===== config.mk =====
export PLATFORM = sky130hd
export DESIGN_NAME = txdesc_dma
export DESIGN_NICKNAME = d
export VERILOG_FILES = /design/src/rtl/txdesc_dma.sv
export SDC_FILE = /design/constraint.sdc
export NUM_CORES = 1
export LEC_CHECK = 0
export BUFFER_PORTS_ARGS = -buffer_cell sky130_fd_sc_hd__buf_4
export CAP_MARGIN = 20
export CELL_PAD_IN_SITES_DETAIL_PLACEMENT = 0
export CELL_PAD_IN_SITES_GLOBAL_PLACEMENT = 1
export CORE_MARGIN = 3
export CORE_UTILIZATION = 30
export CTS_BUF_LIST = sky130_fd_sc_hd__clkbuf_16
export CTS_CLUSTER_DIAMETER = 200
export DETAILED_ROUTE_END_ITERATION = 12
export PLACE_DENSITY_LB_ADDON = 0.1
export SLEW_MARGIN = 40
export SYNTH_ARGS = -nofsm -noshare
export SYNTH_HDL_FRONTEND = slang
export SYNTH_SLANG_ARGS = --single-unit

===== constraint.sdc =====
create_clock -name clk -period 2.3 [get_ports clk]
set_input_delay 0.46 -clock clk [delete_from_list [all_inputs] [get_ports clk]]
set_output_delay 0.46 -clock clk [all_outputs]
set_load 0.05 [all_outputs]

===== src/rtl/txdesc_dma.sv =====
`timescale 1ns/1ps
module txdesc_dma #(
  parameter int ADDR_W    = 32,
  parameter int IVAL_W    = 8,
  parameter int POLL_UNIT = 1024
) (
  input  logic              clk,
  input  logic              rst_n,
  input  logic              reg_we,
  input  logic [1:0]        reg_addr,
  input  logic [31:0]       reg_wdata,
  output logic              rd_req,
  output logic [ADDR_W-1:0] rd_addr,
  input  logic              rd_valid,
  input  logic [31:0]       rd_data,
  output logic              wr_req,
  output logic [ADDR_W-1:0] wr_addr,
  output logic [31:0]       wr_data,
  input  logic              wr_ack,
  output logic              tx_valid,
  input  logic              tx_ready,
  output logic [7:0]        tx_data,
  output logic              tx_sop,
  output logic              tx_eop,
  output logic              irq_cpt,
  output logic              irq_eop
);
  localparam int CNT_W = 22;
  localparam int TW    = IVAL_W + $clog2(POLL_UNIT) + 1;

  typedef enum logic [2:0] {S_IDLE, S_CTL, S_PARK, S_NXT, S_BUF, S_LOAD, S_SEND, S_WB} st_t;

  st_t                st;
  logic [ADDR_W-5:0]  fda_blk, cur_blk, nxt_blk;
  logic [ADDR_W-3:0]  bufw;
  logic [IVAL_W-1:0]  ival;
  logic [TW-1:0]      timer;
  logic [CNT_W-1:0]   rem;
  logic [31:0]        word;
  logic [1:0]         idx;
  logic               first, stop_q, f_sop, f_eop, f_icpt, f_ieop;

  wire cmd_we   = reg_we && reg_addr == 2'd1;
  wire cmd_init = cmd_we && reg_wdata[1:0] == 2'd1;
  wire cmd_res  = cmd_we && reg_wdata[1:0] == 2'd2;
  wire cmd_off  = cmd_we && reg_wdata[1:0] == 2'd3;
  wire halt     = stop_q || cmd_off;

  wire [TW-1:0] lim       = TW'(ival) * TW'(POLL_UNIT);
  wire          park_done = (lim == '0) || (timer == lim - 1'b1);

  assign rd_req   = st == S_CTL || st == S_NXT || st == S_BUF || st == S_LOAD;
  assign wr_req   = st == S_WB;
  assign wr_addr  = {cur_blk, 4'hC};
  assign wr_data  = 32'h8000_0000;
  assign tx_valid = st == S_SEND;
  assign tx_data  = word[{idx, 3'b000} +: 8];
  assign tx_sop   = tx_valid && first && f_sop;
  assign tx_eop   = tx_valid && rem == CNT_W'(1) && f_eop;
  assign irq_cpt  = wr_req && wr_ack && f_icpt;
  assign irq_eop  = wr_req && wr_ack && f_ieop;

  always_comb begin
    case (st)
      S_NXT:   rd_addr = {cur_blk, 4'h4};
      S_BUF:   rd_addr = {cur_blk, 4'h8};
      S_LOAD:  rd_addr = {bufw, 2'b00};
      default: rd_addr = {cur_blk, 4'h0};
    endcase
  end

  always_ff @(posedge clk or negedge rst_n) begin
    if (!rst_n) begin
      st <= S_IDLE; fda_blk <= '0; cur_blk <= '0; nxt_blk <= '0; bufw <= '0;
      ival <= '0; timer <= '0; rem <= '0; word <= '0; idx <= '0;
      first <= 1'b0; stop_q <= 1'b0;
      f_sop <= 1'b0; f_eop <= 1'b0; f_icpt <= 1'b0; f_ieop <= 1'b0;
    end else begin
      if (reg_we && reg_addr == 2'd0) fda_blk <= reg_wdata[ADDR_W-1:4];
      if (reg_we && reg_addr == 2'd2) ival <= reg_wdata[IVAL_W-1:0];
      if (st == S_IDLE) stop_q <= 1'b0;
      else if (cmd_off) stop_q <= 1'b1;

      case (st)
        S_IDLE: if (cmd_init) begin cur_blk <= fda_blk; st <= S_CTL; end
        S_CTL: if (rd_valid) begin
          if (halt) st <= S_IDLE;
          else begin
            f_eop <= rd_data[30]; f_sop <= rd_data[29];
            f_icpt <= rd_data[28]; f_ieop <= rd_data[27];
            rem <= rd_data[CNT_W-1:0];
            timer <= '0;
            st <= rd_data[31] ? S_PARK : S_NXT;
          end
        end
        S_PARK: begin
          if (halt) st <= S_IDLE;
          else if (cmd_res || park_done) st <= S_CTL;
          else timer <= timer + 1'b1;
        end
        S_NXT: if (rd_valid) begin
          nxt_blk <= rd_data[ADDR_W-1:4];
          st <= halt ? S_IDLE : S_BUF;
        end
        S_BUF: if (rd_valid) begin
          bufw <= rd_data[ADDR_W-1:2];
          first <= 1'b1;
          if (halt) st <= S_IDLE;
          else st <= (rem == '0) ? S_WB : S_LOAD;
        end
        S_LOAD: if (rd_valid) begin
          word <= rd_data; idx <= 2'd0; bufw <= bufw + 1'b1;
          st <= halt ? S_IDLE : S_SEND;
        end
        S_SEND: if (tx_ready) begin
          first <= 1'b0; rem <= rem - 1'b1; idx <= idx + 2'd1;
          if (halt) st <= S_IDLE;
          else if (rem == CNT_W'(1)) st <= S_WB;
          else if (idx == 2'd3) st <= S_LOAD;
        end
        S_WB: if (wr_ack) begin
          cur_blk <= nxt_blk;
          st <= halt ? S_IDLE : S_CTL;
        end
        default: st <= S_IDLE;
      endcase
    end
  end


  tx_hold_chk: assert property (@(posedge clk) disable iff (!rst_n)
    tx_valid && !tx_ready |=> tx_valid && $stable(tx_data) && $stable(tx_eop));

  rd_hold_chk: assert property (@(posedge clk) disable iff (!rst_n)
    rd_req && !rd_valid |=> rd_req && $stable(rd_addr));

  wr_hold_chk: assert property (@(posedge clk) disable iff (!rst_n)
    wr_req && !wr_ack |=> wr_req && $stable(wr_addr));

  hold_park_chk: assert property (@(posedge clk) disable iff (!rst_n)
    st == S_CTL && rd_valid && rd_data[31] |=> !rd_req && !tx_valid && !wr_req);

  eop_end_chk: assert property (@(posedge clk) disable iff (!rst_n)
    tx_valid && tx_ready && tx_eop |=> !tx_valid);

  off_nowb_chk: assert property (@(posedge clk) disable iff (!rst_n)
    (stop_q || cmd_off) && !wr_req |=> !wr_req);
endmodule


# After elaboration in Yosys (flattened, before gate mapping)
# Index checks and enable logic that the tools add are counted.
[word_totals] in_bits=72 output_inout_bits=111 ff_bits=206 elab_cells=134
[classes] n_shift=1 n_mux=44 n_eq_ne=27 reduce_logical=40 addsub=5 n_bitwise=1
[ops] operator="one-hot mux 32 bit (3 select lines)" count=1
[ops] operator="2-to-1 mux 19 bit" count=4
[ops] operator="2-to-1 mux 22 bit" count=3
[ops] operator="2-to-1 mux 30 bit" count=2
[ops] operator="one-hot mux 30 bit (2 select lines)" count=1
[ops] operator="2-to-1 mux 28 bit" count=2
[ops] operator="one-hot mux 28 bit (2 select lines)" count=1
[ops] operator="2-to-1 mux 3 bit" count=15
[ops] operator="one-hot mux 22 bit (2 select lines)" count=1
[ops] operator="one-hot mux 19 bit (2 select lines)" count=1
[ops] operator="indexed part select 32 x 6 -> 8 bit" count=1
[ops] operator="adder 30 x 1 -> 30 bit, second input constant" count=1
[ops] operator="one-hot mux 3 bit (8 select lines)" count=1
[ops] operator="equality test 22 x 1 -> 1 bit, second input constant" count=1
[ops] operator="logical NOT 22 bit" count=1
[ops] operator="subtractor 22 x 1 -> 22 bit, second input constant" count=1
[ops] operator="adder 19 x 1 -> 19 bit, second input constant" count=1
[ops] operator="equality test 19 bit" count=1
[ops] operator="logical NOT 19 bit" count=1
[ops] operator="subtractor 18 x 1 -> 19 bit, second input constant" count=1
[ops] operator="!= test 2 bit, second input constant" count=8
[ops] operator="AND reduction 3 bit" count=5
[ops] operator="nonzero test 2 bit" count=7
[ops] operator="logical AND 1 bit" count=13
[ops] operator="other kinds (21)" count=44

# Logic depth before layout (Yosys ltp)
[depth] word_depth=7 depth_mapped=11 ltp_nobuf=9

# Worst setup path before layout
# OpenSTA, ideal clock, no wires.
[synth_timing] path_kind="flip-flop to output port" startpoint="register st[1]" endpoint="output port tx_eop" arrival_time_ns=2.681 t_required_ns=1.840 slack_ns=-0.841 path_stages_with_launch=9 path_buffers=3 path_cell_list="dfrtp_1 -> clkbuf_1 -> nor2b_1 -> nand2_1 -> inv_2 -> clkbuf_1 -> clkbuf_1 -> nand2_1 -> nor2_1"
[synth_between] elab_chain_cells=3
[synth_lines] element="start, declared" line_no="33" rtl="st_t st;"
[synth_lines] element="start signal, assigned" line_no="93" rtl="st <= rd_data[31] ? S_PARK : S_NXT;"
[synth_lines] element="start signal, assigned" line_no="103" rtl="st <= halt ? S_IDLE : S_BUF;"
[synth_lines] element="start signal, assigned" line_no="109" rtl="else st <= (rem == '0) ? S_WB : S_LOAD;"
[synth_lines] element="equality test 3 bit" line_no="56" rtl="assign tx_valid = st == S_SEND;"
[synth_lines] element="named net tx_valid" line_no="20" rtl="output logic tx_valid,"
[synth_lines] element="logical AND 1 bit (2 in a row)" line_no="59" rtl="assign tx_eop = tx_valid && rem == CNT_W'(1) && f_eop;"
[synth_lines] element="end, declared" line_no="24" rtl="output logic tx_eop,"
# The timed path passes the listed nets, and every way through them passes these cells.

# Final worst setup path
[layout_timing] startpoint="register st[1]" endpoint="output port rd_addr[17]"
[layout_between] elab_chain_cells=2 elab_cells_between_ends=4 cone_classes="eq/ne: 3; mux: 1"
[layout_lines] element="equality test 3 bit / equality test 3 x 2 -> 1 bit (equally long branches)" line_no="64" rtl="case (st)"
[layout_lines] element="one-hot mux 32 bit (3 select lines) (*)" line_no="64"
[layout_lines] element="end, declared" line_no="13" rtl="output logic [ADDR_W-1:0] rd_addr,"
# Every way passes the cells marked *; elsewhere a longest branch is shown, timed or not.

==> results.sh <==
export IMPL_endpoint="rd_addr[17]"
export IMPL_rows=68
export IMPL_rsz0062_at_grt="true"
export IMPL_drtIter0Drc=439
export IMPL_core_area_sq_mm=0.0351
export IMPL_dp_cells=1770
export IMPL_arrival_ps=2010
export IMPL_finalCriticalPeriod_ps=2470
export IMPL_worstPathRequired_ps=1840
export IMPL_h_tree_depth=1
export IMPL_fin_worst_skew_ps=21.3
export IMPL_hold_viol=0
export IMPL_fin_util_pct=43.1
export IMPL_vias=9231
export IMPL_route_detailed_drc=0
export IMPL_cts_made_buffers=26
export IMPL_antenna_found_initial=2
export IMPL_worstSetupStartpointType="register"
export IMPL_dpl_hpwl_mm=25.3
export IMPL_multi_input_area_sq_mm=0.00580
export IMPL_grt_usage_pct=18.5
export IMPL_synthCells=1145
export IMPL_syn_to_final_growth_pct=39.8
export IMPL_io_pins=183
export IMPL_viasPerCell=5.00
export IMPL_cp_cell_sequence="buf_12, nor2b_4, and2_4, buf_12, nand2_4, nand2_4, buf_8"
export IMPL_r2r_cells=11
export IMPL_diodes=0
export IMPL_power_density_mw_per_mm2=1470
export IMPL_dieArea_sq_mm=0.0384
export IMPL_irDropWorstVdd_mv=1.05
export IMPL_syn_area_per_cell_sq_um=9.45
export IMPL_regToRegEndpoint="timer[0]"
export IMPL_grt_max_degree=57
export IMPL_leakage_nw=6.73
export IMPL_clockBufferDepth=3
export IMPL_wire_per_inst_microns=19.7
export IMPL_critPathLaunch="st[1]"
export IMPL_ys_async_sr_fraction_pct=100
export IMPL_ys_seq_area_share_pct=47.6
export IMPL_routabilityCongestion=0.786
export IMPL_grt_ovfl_total=0
export IMPL_clk_insertion_delay_late_ps=540
export IMPL_grt_pass1_vias=9253
export IMPL_drive_above_1_share_pct=36.5
export IMPL_clk_pin_slew_ps=60
export IMPL_fin_cells=1848
export IMPL_cp_slowest_stage_delay_ps=400
export IMPL_cts_root_buffer="clkbuf_16"
export IMPL_seq_area_sq_mm=0.00516
export IMPL_outcome="complete, but fails checks"
export IMPL_nNetsFinal=1451
export IMPL_dr_pass1_iters=5
export IMPL_violations="negative setup slack"
export IMPL_die_w_microns=196
export IMPL_r2r_start="ival[1]"
export IMPL_setup_violations=31
export IMPL_synth_main_ff_cell="dfrtp_1"
export IMPL_fin_ws_ps=-165
export IMPL_worstSetupEndpointType="output pin"
export IMPL_hp_class="input pin to register"
export IMPL_dp_slack_ps=-299
export IMPL_fin_hold_ws_ps=146
export IMPL_chipHeight_microns=196
export IMPL_ys_ff_latch=206
export IMPL_wl_mm=36.4
export IMPL_synth_edf_count=0
export IMPL_drv_slew=0
export IMPL_port_buffers=144
export IMPL_cts_sinks=206
export IMPL_cp_slowest_cell="dfrtp_1"
export IMPL_ant_nets=0
export IMPL_r2r_slack_ps=-50
export IMPL_crit_type="register to output pin"
export IMPL_grt_pass1_wl_mm=55.9
export IMPL_fin_crit_sh_pct=107
export IMPL_fmaxAchievable_mhz=406
export IMPL_start_util_pct=30.9
export IMPL_synth_cell_area_sq_mm=0.0108
export IMPL_synth_warnings=0
export IMPL_maxCapViolations=0
export IMPL_ys_types=64
export IMPL_tritoncts="done"
export IMPL_crit_fanout=6
export IMPL_n_fill_cell=3454
==> synthesized netlist by cell type, drive strengths merged (5+ instances only) <==
master / number / area share (%)
a21oi: 118 / 5.5
a22o: 5 / 0.40
and3: 19 / 1.1
buf: 56 / 3.4
clkbuf: 48 / 1.7
dfrtp: 206 / 48
ha: 6 / 0.69
inv: 19 / 0.66
mux2: 88 / 9.2
mux2i: 30 / 2.8
mux4: 8 / 1.7
nand2: 167 / 5.8
nand2b: 9 / 0.52
nand3: 27 / 1.2
nand4: 13 / 0.75
nor2: 81 / 2.8
nor2b: 9 / 0.52
nor3: 28 / 1.3
nor4: 9 / 0.64
o21a: 6 / 0.42
o21ai: 90 / 4.2
o22ai: 13 / 0.75
o31ai: 7 / 0.49
or3: 15 / 0.87
xnor2: 5 / 0.40
==> sequential cells by signal, summed over array words and instances, names as in the netlist <==
signal,cells
f_sop,1
idx,2
fda_blk,28
ival,8
timer,19
word,32
cur_blk,28
stop_q,1
st,3
f_icpt,1
f_ieop,1
nxt_blk,28
f_eop,1
rem,22
first,1
bufw,30
==> metrics by stage <==
step,TNS (ps),power [W],instance area (sq um)
CTS,-3690,0.0219,14700
finish,-3800,0.0222,15100
detailed placement,-3280,0.0162,13100
floorplan,0,0.0128,11100
global route,-6790,0.0236,15100
global placement,-2790,0.0161,13100
==> cells by family after synthesis <==
| group | Yosys count | synth area share (%) |
|---|---|---|
| muxes | 126 | 13.6 |
| buffers and inverters | 123 | 5.71 |
| xor gates and xnor gates | 8 | 0.648 |
| AOI/OAI and AO/OA | 278 | 14.7 |
| adders and majority gates | 6 | 0.694 |
| DFF | 206 | 47.6 |
| and+or+nand+nor | 396 | 17.0 |
| other | 2 | 0.0694 |
==> placed cells by master (no fill, tap or decap), types with 6 or more instances in the layout <==
cell / synthesis / layout
dfrtp_1: 206 / 204
buf_4: 38 / 187
a21oi_1: 118 / 113
nand2_1: 167 / 108
mux2_2: 88 / 88
o21ai_0: 85 / 81
nor2_1: 81 / 79
nand2_4: 0 / 45
conb_1: 2 / 38
buf_8: 0 / 32
mux2i_1: 30 / 30
nand3_1: 27 / 27
clkbuf_16: 0 / 27
nor3_1: 28 / 24
buf_6: 1 / 23
inv_1: 18 / 20
buf_12: 0 / 20
and3_1: 19 / 15
nand2_2: 0 / 13
nand4_1: 13 / 13
or3_1: 15 / 13
o22ai_1: 13 / 12
nand2b_1: 9 / 9
mux4_2: 8 / 8
o21ai_1: 5 / 8
clkinv_2: 0 / 8
o21a_1: 6 / 6
nor2b_1: 9 / 6
nor4_1: 7 / 6
==> layout make-up <==
cell class | count | area share [%]
Multi-Input combinational cell | 853 | 38.3
Sequential cell | 206 | 34.1
Timing Repair Buffer | 267 | 17.6
Clock buffer | 26 | 4.30
Tap cell | 455 | 3.76
Clock inverter | 22 | 1.42
Inverter | 19 | 0.513
==> layer usage <==
metal,global-route usage [%],vias up,wire [microns]
met1,26.1,4550,17000
met3,2.32,35,1430
met2,31.0,184,17400
met4,2.98,0,544
li1,-,4462,-
met5,0,-,0
==> worst min path at each step <==
stage,from,end,slack [ps],cells after the start
after detailed placement,rst_n,timer[12],460,1
after CTS,reg_wdata[27],fda_blk[23],120,2
final,reg_wdata[27],fda_blk[23],150,2
after floorplan,rst_n,bufw[0],160,0
after global routing,reg_wdata[25],fda_blk[21],130,2
after global placement,f_sop,f_sop,460,2
==> worst max-delay path, delay by kind of cell, from the launching register on <==
family,cells,cell delay (ps)
and+or+nand+nor,4,590
buffers and inverters,3,470
DFF,1,400
==> power by group <==
group / leakage, nW / total, W / switching (W) / internal [W]
registers: 2.49 / 0.00637 / 0.00130 / 0.00506
clock network: 0.451 / 0.00417 / 0.00167 / 0.00250
logic: 3.79 / 0.0117 / 0.00682 / 0.00488
total: 6.73 / 0.0222 / 0.00979 / 0.0124
==> timing repair <==
action                     CTS  global route
hold buffers                 1             0
setup endpoints to repair   54            62
gates cloned                 3             2
resized for setup          146            79
pin swaps                   37            45
buffers inserted            21             4
hold endpoints to repair    42             0
Note: power is estimated with default switching activity, not from simulation.
